File: config.mk
export PLATFORM = sky130hd
export DESIGN_NAME = adc_frame_reader
export DESIGN_NICKNAME = d
export VERILOG_FILES = /design/src/rtl/adc_frame_pkg.sv /design/src/rtl/adc_frame_ctrl.sv /design/src/rtl/adc_frame_dp.sv /design/src/rtl/adc_frame_reader.sv
export SDC_FILE = /design/constraint.sdc
export NUM_CORES = 1
export LEC_CHECK = 0
export BUFFER_PORTS_ARGS = -buffer_cell sky130_fd_sc_hd__buf_2
export CORE_UTILIZATION = 55
export CTS_CLUSTER_SIZE = 16
export DETAILED_ROUTE_END_ITERATION = 10
export PLACE_DENSITY = 0.85
export SYNTH_ARGS = -nofsm -noshare
export SYNTH_HDL_FRONTEND = slang
export SYNTH_HIERARCHICAL = 1
export SYNTH_SLANG_ARGS = --single-unit
File: constraint.sdc
create_clock -name clk -period 4 [get_ports clk]
set_clock_uncertainty 0.1 [all_clocks]
set_input_delay 0.6 -clock clk [delete_from_list [all_inputs] [get_ports clk]]
set_output_delay 0.6 -clock clk [all_outputs]
set_load 0.01 [all_outputs]
File: src/rtl/adc_frame_pkg.sv
package adc_frame_pkg;

  typedef enum logic [1:0] {
    ST_IDLE,
    ST_SETUP,
    ST_LOW,
    ST_HIGH
  } frameState_t;

  typedef struct packed {
    logic clearShift;
    logic capture;
    logic load;
    logic keep;
  } dpStrobes_t;

endpackage

File: src/rtl/adc_frame_ctrl.sv
module adc_frame_ctrl
  import adc_frame_pkg::*;
#(
  parameter int DIV_W      = 8,
  parameter int CNT_W      = 10,
  parameter int EDGE_W     = 5,
  parameter int FRAME_BITS = 16,
  parameter int ACQ_EDGE   = 13
) (
  input  logic              clk,
  input  logic              rstN,
  input  logic              startReq,
  input  logic              freeRun,
  input  logic              lowPower,
  input  logic [DIV_W-1:0]  halfDiv,
  input  logic [CNT_W-1:0]  acqCount,
  input  logic [CNT_W-1:0]  quietCount,
  input  logic [EDGE_W-1:0] cutEdge,
  output logic              csN,
  output logic              sclk,
  output logic              busy,
  output dpStrobes_t        strobes
);

  localparam logic [EDGE_W-1:0] LAST_EDGE = EDGE_W'(FRAME_BITS);
  localparam logic [EDGE_W-1:0] ACQ_MARK  = EDGE_W'(ACQ_EDGE);
  localparam logic [CNT_W-1:0]  CNT_SAT   = '1;

  frameState_t       state;
  logic [DIV_W-1:0]  ph;
  logic [EDGE_W-1:0] edgeN;
  logic              pending;
  logic              needDummy;
  logic [CNT_W-1:0]  acqCnt;
  logic [CNT_W-1:0]  quietCnt;

  logic phEnd, gapsOk, go, cutNow;

  assign phEnd  = (DIV_W'(ph + 1'b1) >= halfDiv);
  assign gapsOk = (acqCnt >= acqCount) && (quietCnt >= quietCount);
  assign go     = (state == ST_IDLE) && (pending || freeRun) && gapsOk;
  assign cutNow = lowPower && (edgeN == cutEdge);
  assign busy   = pending || (state != ST_IDLE);

  always_comb begin
    strobes.clearShift = go;
    strobes.capture    = (state == ST_LOW) && phEnd && !cutNow;
    strobes.load       = (state == ST_HIGH) && phEnd && (edgeN == LAST_EDGE);
    strobes.keep       = !needDummy;
  end

  always_ff @(posedge clk) begin
    if (!rstN) begin
      state     <= ST_IDLE;
      ph        <= '0;
      edgeN     <= '0;
      csN       <= 1'b1;
      sclk      <= 1'b1;
      pending   <= 1'b0;
      needDummy <= 1'b1;
      acqCnt    <= CNT_SAT;
      quietCnt  <= CNT_SAT;
    end else begin
      if (acqCnt != CNT_SAT)   acqCnt   <= acqCnt + 1'b1;
      if (quietCnt != CNT_SAT) quietCnt <= quietCnt + 1'b1;
      if (startReq && !busy)   pending  <= 1'b1;
      unique case (state)
        ST_IDLE: begin
          if (go) begin
            csN     <= 1'b0;
            state   <= ST_SETUP;
            ph      <= '0;
            edgeN   <= '0;
            pending <= 1'b0;
          end
        end
        ST_SETUP: begin
          if (phEnd) begin
            ph    <= '0;
            sclk  <= 1'b0;
            edgeN <= EDGE_W'(1);
            state <= ST_LOW;
          end else begin
            ph <= ph + 1'b1;
          end
        end
        ST_LOW: begin
          if (phEnd) begin
            ph <= '0;
            if (cutNow) begin
              csN       <= 1'b1;
              sclk      <= 1'b1;
              state     <= ST_IDLE;
              needDummy <= 1'b1;
              acqCnt    <= '0;
              quietCnt  <= '0;
            end else begin
              sclk  <= 1'b1;
              state <= ST_HIGH;
              if (edgeN == ACQ_MARK) acqCnt <= '0;
            end
          end else begin
            ph <= ph + 1'b1;
          end
        end
        ST_HIGH: begin
          if (phEnd) begin
            ph <= '0;
            if (edgeN == LAST_EDGE) begin
              csN       <= 1'b1;
              state     <= ST_IDLE;
              needDummy <= 1'b0;
              quietCnt  <= '0;
            end else begin
              sclk  <= 1'b0;
              edgeN <= edgeN + 1'b1;
              state <= ST_LOW;
            end
          end else begin
            ph <= ph + 1'b1;
          end
        end
        default: state <= ST_IDLE;
      endcase
    end
  end


  csFallSclkHigh_chk: assert property (@(posedge clk) disable iff (!rstN)
    $fell(csN) |-> sclk);


  sclkIdleHigh_chk: assert property (@(posedge clk) disable iff (!rstN)
    csN |-> sclk);


  quietMet_chk: assert property (@(posedge clk) disable iff (!rstN)
    $fell(csN) |-> (quietCnt >= quietCount));


  acqMet_chk: assert property (@(posedge clk) disable iff (!rstN)
    $fell(csN) |-> (acqCnt >= acqCount));


  busyCovers_chk: assert property (@(posedge clk) disable iff (!rstN)
    !busy |-> csN);

endmodule

File: src/rtl/adc_frame_dp.sv
module adc_frame_dp
  import adc_frame_pkg::*;
#(
  parameter int FRAME_BITS = 16,
  parameter int LEAD_ZEROS = 3,
  parameter int DATA_W     = 12
) (
  input  logic              clk,
  input  logic              rstN,
  input  dpStrobes_t        strobes,
  input  logic              sdIn,
  output logic [DATA_W-1:0] sample,
  output logic              sampleValid
);

  localparam int MSB_POS = FRAME_BITS - 1 - LEAD_ZEROS;

  logic [FRAME_BITS-1:0] shreg;

  always_ff @(posedge clk) begin
    if (!rstN) begin
      shreg       <= '0;
      sample      <= '0;
      sampleValid <= 1'b0;
    end else begin
      if (strobes.clearShift)   shreg <= '0;
      else if (strobes.capture) shreg <= {shreg[FRAME_BITS-2:0], sdIn};
      sampleValid <= strobes.load && strobes.keep;
      if (strobes.load && strobes.keep) sample <= shreg[MSB_POS -: DATA_W];
    end
  end


  validPulse_chk: assert property (@(posedge clk) disable iff (!rstN)
    sampleValid |=> !sampleValid);


  sampleHold_chk: assert property (@(posedge clk) disable iff (!rstN)
    !sampleValid |-> $stable(sample));

endmodule

File: src/rtl/adc_frame_reader.sv
module adc_frame_reader
  import adc_frame_pkg::*;
#(
  parameter int DIV_W      = 8,
  parameter int CNT_W      = 10,
  parameter int EDGE_W     = 5,
  parameter int FRAME_BITS = 16,
  parameter int LEAD_ZEROS = 3,
  parameter int DATA_W     = 12,
  parameter int ACQ_EDGE   = 13
) (
  input  logic              clk,
  input  logic              rstN,
  input  logic              startReq,
  input  logic              freeRun,
  input  logic              lowPower,
  input  logic [DIV_W-1:0]  halfDiv,
  input  logic [CNT_W-1:0]  acqCount,
  input  logic [CNT_W-1:0]  quietCount,
  input  logic [EDGE_W-1:0] cutEdge,
  input  logic              sdIn,
  output logic              csN,
  output logic              sclk,
  output logic              busy,
  output logic [DATA_W-1:0] sample,
  output logic              sampleValid
);

  dpStrobes_t strobes;

  adc_frame_ctrl #(
    .DIV_W(DIV_W), .CNT_W(CNT_W), .EDGE_W(EDGE_W),
    .FRAME_BITS(FRAME_BITS), .ACQ_EDGE(ACQ_EDGE)
  ) uCtrl (
    .clk(clk), .rstN(rstN), .startReq(startReq), .freeRun(freeRun),
    .lowPower(lowPower), .halfDiv(halfDiv), .acqCount(acqCount),
    .quietCount(quietCount), .cutEdge(cutEdge), .csN(csN), .sclk(sclk),
    .busy(busy), .strobes(strobes)
  );

  adc_frame_dp #(
    .FRAME_BITS(FRAME_BITS), .LEAD_ZEROS(LEAD_ZEROS), .DATA_W(DATA_W)
  ) uDp (
    .clk(clk), .rstN(rstN), .strobes(strobes), .sdIn(sdIn),
    .sample(sample), .sampleValid(sampleValid)
  );

endmodule

; Word-level counts from Yosys, hierarchy flattened
; Cells that the tools add are included.
[totals]
inputBits = 39
romBits = 0
latchBits = 0
ram_bits = 0
register_bits = 65
mem_count = 0
[op_classes]
n_shift = 0
bitwise = 1
addsub = 4
n_mul = 0
n_eq_ne = 15
muxes = 43
reduce_logical = 28
n_div = 0
order_cmp = 3
[ops]
columns = cell, count
row1 = 2-to-1 mux 10 bit, 10
row2 = "adder 10 x 1 -> 10 bit, second input constant", 2
row3 = greater-or-equal comparator 10 bit, 2
row4 = 2-to-1 mux 5 bit, 4
row5 = "inequality test 10 bit, second input constant", 2
row6 = one-hot mux 10 bit (2 select lines), 1
row7 = 2-to-1 mux 8 bit, 2
row8 = one-hot mux 8 bit (2 select lines), 1
row9 = one-hot mux 5 bit (3 select lines), 1
row10 = AND reduction 5 bit, 3
row11 = 2-to-1 mux 1 bit, 14
row12 = 2-to-1 mux 2 bit, 6
row13 = logical AND 1 bit, 10
row14 = "inequality test 2 x 1 -> 1 bit, second input constant", 5
row15 = nonzero test 3 bit, 3
row16 = "adder 8 x 1 -> 8 bit, second input constant", 1
row17 = greater-or-equal comparator 8 bit, 1
row18 = one-hot mux 2 bit (4 select lines), 1
row19 = one-hot mux 1 bit (3 select lines), 2
row20 = AND reduction 6 bit, 1
row21 = "adder 5 x 1 -> 5 bit, second input constant", 1
row22 = "== test 5 x 4 -> 1 bit, second input constant", 1
row23 = == test 5 bit, 1
row24 = "== test 5 bit, second input constant", 1
row25 = other kinds (12), 18

; Longest topological paths before layout
; Gate-level depths: netlist (run 1).
[depth]
ltp_word = 7
mapped_depth = 14
depth_no_buf = 12

; Cells and area by module
; Netlist (run 1), hierarchy kept.
[modules_own_cells]
columns = mod, seq_area_each_um2, area_per_inst_um2, n_inst, cells_per_inst
row1 = adc_frame_ctrl, 780.7, 2776.4, 1, 343
row2 = adc_frame_dp, 520.5, 1026.0, 1, 100

; Worst setup path before layout (run 1)
; Ideal clock, no wire load.
[synth_path]
kind = reg2reg
from = reg uCtrl.ph[0]
to = reg uDp.shreg[10]
setup_time_ns = 0.117
path_stages_with_launch = 14
slack_ns = 0.903
arrival_ns = 2.880
synth_period_minus_slack_ns = 3.097
required_ns = 3.783
cell_sequence = dfxtp_1 > and3_1 > nand3_1 > and2_1 > or2_2 > ha_1 > nand4_1 > o311ai_4 > nand2_2 > nor3_1 > buf_6 > buf_12 > mux2i_1 > nor2_1
[synth_lines]
columns = element, line
row1 = from (decl), adc_frame_ctrl.sv:30  ; logic [DIV_W-1:0] ph;
row2 = from (signal assigned), adc_frame_ctrl.sv:84  ; ph <= ph + 1'b1;
row3 = from (signal assigned), adc_frame_ctrl.sv:103  ; ph <= ph + 1'b1;
row4 = from (signal assigned), adc_frame_ctrl.sv:120  ; ph <= ph + 1'b1;
row5 = to (signal assigned), adc_frame_dp.sv:27  ; else if (strobes.capture) shreg <= {shreg[FRAME_BITS-2:0], sdIn};
row6 = to (decl), adc_frame_dp.sv:18  ; logic [FRAME_BITS-1:0] shreg;

==> run metrics, run 1 <==
outcome complete, no violations; final hold vios 0; number of max-cap violations 0; grt ovf 0; slowest cell on the critical path o311ai_4; CTS buffer count 9; Worst EP required 4.14 ns; reg2reg path depth 12; CP delay by family, top simple AND/OR/NAND/NOR gates; CTS tree yes; multi-input logic area 0.00225 mm^2; routed wire length 8050 um; routed length per instance 14.0 um; data arrival time of the worst path 3.51 ns; Power Dens Cells 557 mW/mm^2; Cell variety after synth 59; Register Area 0.00130 mm^2; synth warn 6; via-per-instance ratio 5.71; first-pass GRT wire length 13600 um; max incr delay on CP 0.54 ns; Die Ht 85.1 um; Placed Area 0.00407 mm^2; flop-to-flop setup slack 0.63 ns; worst slew margin relative to its limit 46.8%; clock slew seen by the registers of the worst setup and hold paths 0.08 ns; clock latency on the worst-skew pair 0.35 ns; worst hold start uDp/sample[8]; worst r2r dst uDp/shreg[8]; Post-synth EDFFs 0; Die W 85.1 um; num rows 29; Die ar. 0.00725 mm^2; mapped cell area 0.00380 mm^2; Post-Syn Nets 516; PortBufs 54; minimum hold slack 0.359 ns; io pins 55; via count 3283; Worst R2R Start uCtrl/ph[0]; Yosys top cell area share 34.2%; hold_buf cts 0; post_cts resized 0; Final Critical Period 3.37 ns; critical path depth 12; Worst Hold Class reg2reg; critical path endpoint uDp/shreg[8]; H-tree levels 3; DRC viols 0; diode count 0; crit end category register; CTS Sinks 65; leakage power figure 1.97 nW; final design utilization 66.5%; drt pass-1 iters 6; pin count of the biggest net entering global routing 55; asr flop ratio synth 0%; DPL Wire Length 5690 um; crit path launch type register; root buffer cell clkbuf_8; Tcrit/Tclk final 84.2%; area delta synth->final 13.6%; Final TNS setup 0 ns; Synth area leaders dfxtp_1, ha_1, o21ai_0; critical path startpoint uCtrl/ph[0]; Nets 566; post-route ant nets 0; fillers 538; Max VDD drop 248 uV; Slew @ Worst Pin 0.795 ns; Max clock buf depth 2; worst-path cell chain and3_1 -> nand3_1 -> and2_1 -> or2_2 -> ha_1 -> nand4_1 -> o311ai_4 -> nand2_2 -> nor3_2 -> buf_4 -> mux2i_1 -> nor2_1; Placeable Area 0.00649 mm^2; Worst Path Max Fanout 13; top-count cell post-synth dfxtp_1; final slew viol count 0; Avg Synthesized Cell Area 8.58 um^2; Setup CP Type reg2reg; Buf/Inv on CP 1; final instance area 0.00432 mm^2; antenna violations before repair 0; Setup Buffers After CTS 0; vias in the first global route 3090; FMAX 297 MHz; Syn Inst Count 443; count of state elements after synthesis 65; Detailed Route Iter0 Violations 227; Initial Utilization 58.5%; global placement routability congestion 0.851; RSZ-0062 raised after global routing no; Seq/Total Area, Yosys 34.2%; Synth area leader dfxtp_1; Synth top cells by count dfxtp_1, o21ai_0, nand2_1, inv_1; Main synth FF type dfxtp_1; setup violators final 0; Total Routing Usage GR 23.3%; share of layout cells above drive strength 1 20.5%
## final cells by class
type,count,area share (%)
multi-input combinational,325,52.1
sequential,65,30.1
timing repair buffer,57,6.78
inverter,35,3.04
clock inverter,7,2.90
clock buffer,9,2.87
tap,77,2.23
## state kept, by name (all words and copies together) (netlist names), 2 cells and up
| name | count |
|---|---|
| uCtrl/state | 2 |
| uCtrl/acqCnt | 10 |
| uCtrl/edgeN | 5 |
| uCtrl/quietCnt | 10 |
| uDp/shreg | 13 |
| uCtrl/ph | 8 |
| uDp/sample | 12 |
## worst register-to-register path: stages (launching register included)
cell and delay (ns):
dfxtp_1 0.41, and3_1 0.19, nand3_1 0.12, and2_1 0.20, or2_2 0.29, ha_1 0.30, nand4_1 0.18, o311ai_4 0.54
nand2_2 0.18, nor3_2 0.17, buf_4 0.27, mux2i_1 0.26, nor2_1 0.06
## placed cells by master, fill, tap and decap left out, types with 17 or more instances in the layout
cell type / netlist / final
nand4_1: 17 / 17
nand3_1: 17 / 17
mux2i_1: 18 / 18
nor2_1: 34 / 34
buf_2: 6 / 54
nand2_1: 42 / 42
dfxtp_1: 65 / 65
inv_1: 35 / 35
ha_1: 34 / 34
o21ai_0: 43 / 43
## layer usage
layer  up-vias  wire, um  GRT usage, %
li1       1668         -             -
met1      1524      3640          28.7
met2        80      3970          40.1
met3        11       349          4.67
met4         0        89          8.78
met5         -         0             0
## kinds of logic (layout without fill, tap and decap cells)
kind of cell    after synthesis  after routing  synth area share, %
compound gates               98             98                 17.5
xor+xnor                     18             18                 4.15
fa+ha+maj                    34             34                 11.2
buf+inv                      53            108                 6.75
flops                        65             65                 34.2
mux                          20             20                 5.33
simple gates                155            155                 20.9
## through the flow
stage,cells,setup WS [ns],power (mW)
after floorplan,443,0.903,1.52
after global placement,559,0.796,1.65
after detailed placement,559,0.668,1.70
after CTS,575,0.649,2.41
after global routing,575,0.394,2.57
final,575,0.631,2.41
## worst min-delay path by stage
stage,cells past startpoint,slack [ns],endpoint
4_1_cts,2,0.36,uDp/sample[11]
5_1_grt,2,0.38,uDp/sample[7]
6_report,2,0.36,uDp/sample[8]
2_1_floorplan,2,0.35,uCtrl/ph[7]
3_3_place_gp,2,0.34,uDp/sample[11]
3_5_place_dp,2,0.35,uDp/sample[11]
## power by group
part | leakage (nW) | internal, mW | total (mW) | switching [mW]
combinational | 1.31 | 0.378 | 0.829 | 0.451
clock | 0.125 | 0.421 | 0.696 | 0.275
sequential | 0.529 | 0.744 | 0.881 | 0.136
total | 1.97 | 1.54 | 2.41 | 0.862
Power figures use the tool's default switching activity.
==> run 2: changes to the inputs <==
Clock period 4 ns to 3.4 ns, I/O delays scaled along.
==> run 2 against run 1 <==
Against the previous run:
- routed wire length rose by 0.56%
- cell count grew 0.70%
- non-clock buffer count up 4
- core utilization shrank 0.23 points
==> run metrics, run 2 (same netlist as run 1, synthesis figures left out) <==
diode count 0; setup violators final 0; flop-to-flop setup slack 0.22 ns; routed wire length 8090 um; Worst Path Max Fanout 7; slack of the critical path 0.219 ns; biggest regs uDp/shreg (13), uDp/sample (12); clock latency on the worst-skew pair 0.34 ns; CP most frequent cell o21ai_0; antenna violations before repair 0; met2 usage 40.5%; Max VDD drop 271 uV; area delta synth->final 13.2%; Placed Area 0.00409 mm^2; via-per-instance ratio 5.78; Setup CP Type reg2reg; Power Dens Cells 622 mW/mm^2; Placeable Area 0.00649 mm^2; final instance area 0.00431 mm^2; Initial Utilization 58.5%; worst hold start sdIn; M1 GR Usage 28.6%; grt ovf 0; clock slew seen by the registers of the worst setup and hold paths 0.08 ns; root buffer cell clkbuf_8; worst r2r dst uCtrl/ph[5]; Top reg by flops uDp/shreg; hold depth 3; post-place setup slack 0.106 ns; drt pass-1 iters 5; H-tree levels 3; data arrival time of the worst path 3.34 ns; Worst EP required 3.56 ns; routed length per instance 14.0 um; crit path launch type register; Layout Cells excl Fill 579; final slew viol count 0; max incr delay on CP 0.42 ns; CTS Sinks 65; minimum hold slack 0.327 ns; global placement routability congestion 0.846; Slew @ Worst Pin 0.754 ns; io pins 55; RSZ-0062 raised after global routing no; PortBufs 54; global route hottest layer met2; Die W 85.1 um; DRC viols 0; most frequent cells in the layout dfxtp_1, buf_2, o21ai_0, nand2_1, inv_1; crit end category register; Final TNS setup 0 ns; Worst R2R Start uCtrl/ph[0]; most common cell after layout, fill and taps aside dfxtp_1; worst slew margin relative to its limit 49.5%; Total Routing Usage GR 23.3%; worst-path cell chain and3_1 -> nand3_1 -> and2_1 -> or2_2 -> ha_1 -> a211o_1 -> o211ai_1 -> o311ai_4 -> buf_4 -> nor3_2 -> o21ai_0 -> o21ai_0; Max clock buf depth 2; Placed Instances 561; vias in the first global route 3092; CP delay by family, top simple AND/OR/NAND/NOR gates; number of max-cap violations 0; total power 2.68 mW; CTS tree yes; final hold vios 0; hold_buf cts 0; outcome complete, no violations; Die Ht 85.1 um; Hold EP uDp/shreg[0]; Final Critical Period 3.18 ns; Largest register FFs 13; DPL Wire Length 5750 um; reg2reg path depth 12; first-pass GRT wire length 13600 um; CTS buffer count 9; Worst Hold Class in2reg; Die ar. 0.00725 mm^2; Buf/Inv on CP 1; slowest cell on the critical path dfxtp_1; Detailed Route Iter0 Violations 229; num rows 29; Nets 570; met3 GRT Util 3.99%; via count 3347; post-route ant nets 0; fillers 550; Tcrit/Tclk final 93.6%; FMAX 314 MHz; share of layout cells above drive strength 1 21.1%; leakage power figure 1.96 nW; final design utilization 66.3%; pin count of the biggest net entering global routing 55
run 2: changes by cell type in the layout (fill, tap and decap cells not counted):
cell | before | now
buf_4 | 3 | 7
clkinv_2 | 0 | 1
clkinv_4 | 1 | 0
clkinvlp_4 | 0 | 3
inv_6 | 3 | 1
bufinv_16 | 3 | 1
clkbuf_8 | 9 | 10
run 2: per-layer routing:
metal	vias to the layer above	wire length, um
li1	1678	-
met1	1560	3660
met2	101	3880
met3	8	480
met4	0	76
met5	-	0
run 2: where the power goes:
group          internal [mW]  switching (mW)  total (mW)
logic                  0.451           0.543       0.993
clock network          0.359           0.309       0.669
registers              0.876           0.141        1.02
run 2: worst reg2reg max path, stage by stage (launching register included):
cell and delay (ns):
dfxtp_1 0.42, and3_1 0.17, nand3_1 0.11, and2_1 0.19, or2_2 0.29, ha_1 0.29
a211o_1 0.31, o211ai_1 0.16, o311ai_4 0.20, buf_4 0.17, nor3_2 0.41, o21ai_0 0.18
o21ai_0 0.11
run 2: cell type report:
type	instances	area, um^2	share of cell area (%)
Timing Repair Buffer	61	323	7.50
Sequential cell	65	1300	30.2
Clock buffer	10	138	3.20
Clock inverter	6	66.3	1.54
Inverter	35	131	3.05
Tap cell	77	96.3	2.24
Multi-Input combinational cell	325	2250	52.3
run 2: repair_timing:
action	in CTS	in global routing
setup buffers	0	2
endpoints found under the setup margin	0	14
resized for setup	0	0
run 2: worst max-delay path by stage:
stage	depth (start not counted)	to	slack, ns	startpoint
5_1_grt	12	uCtrl/ph[5]	0.0004	uCtrl/ph[0]
3_5_place_dp	12	uDp/shreg[8]	0.11	uCtrl/ph[0]
6_report	12	uCtrl/ph[5]	0.22	uCtrl/ph[0]
4_1_cts	12	uDp/shreg[5]	0.09	uCtrl/ph[0]
3_3_place_gp	12	uDp/shreg[1]	0.25	uCtrl/ph[0]
2_1_floorplan	13	uDp/shreg[10]	0.30	uCtrl/ph[0]
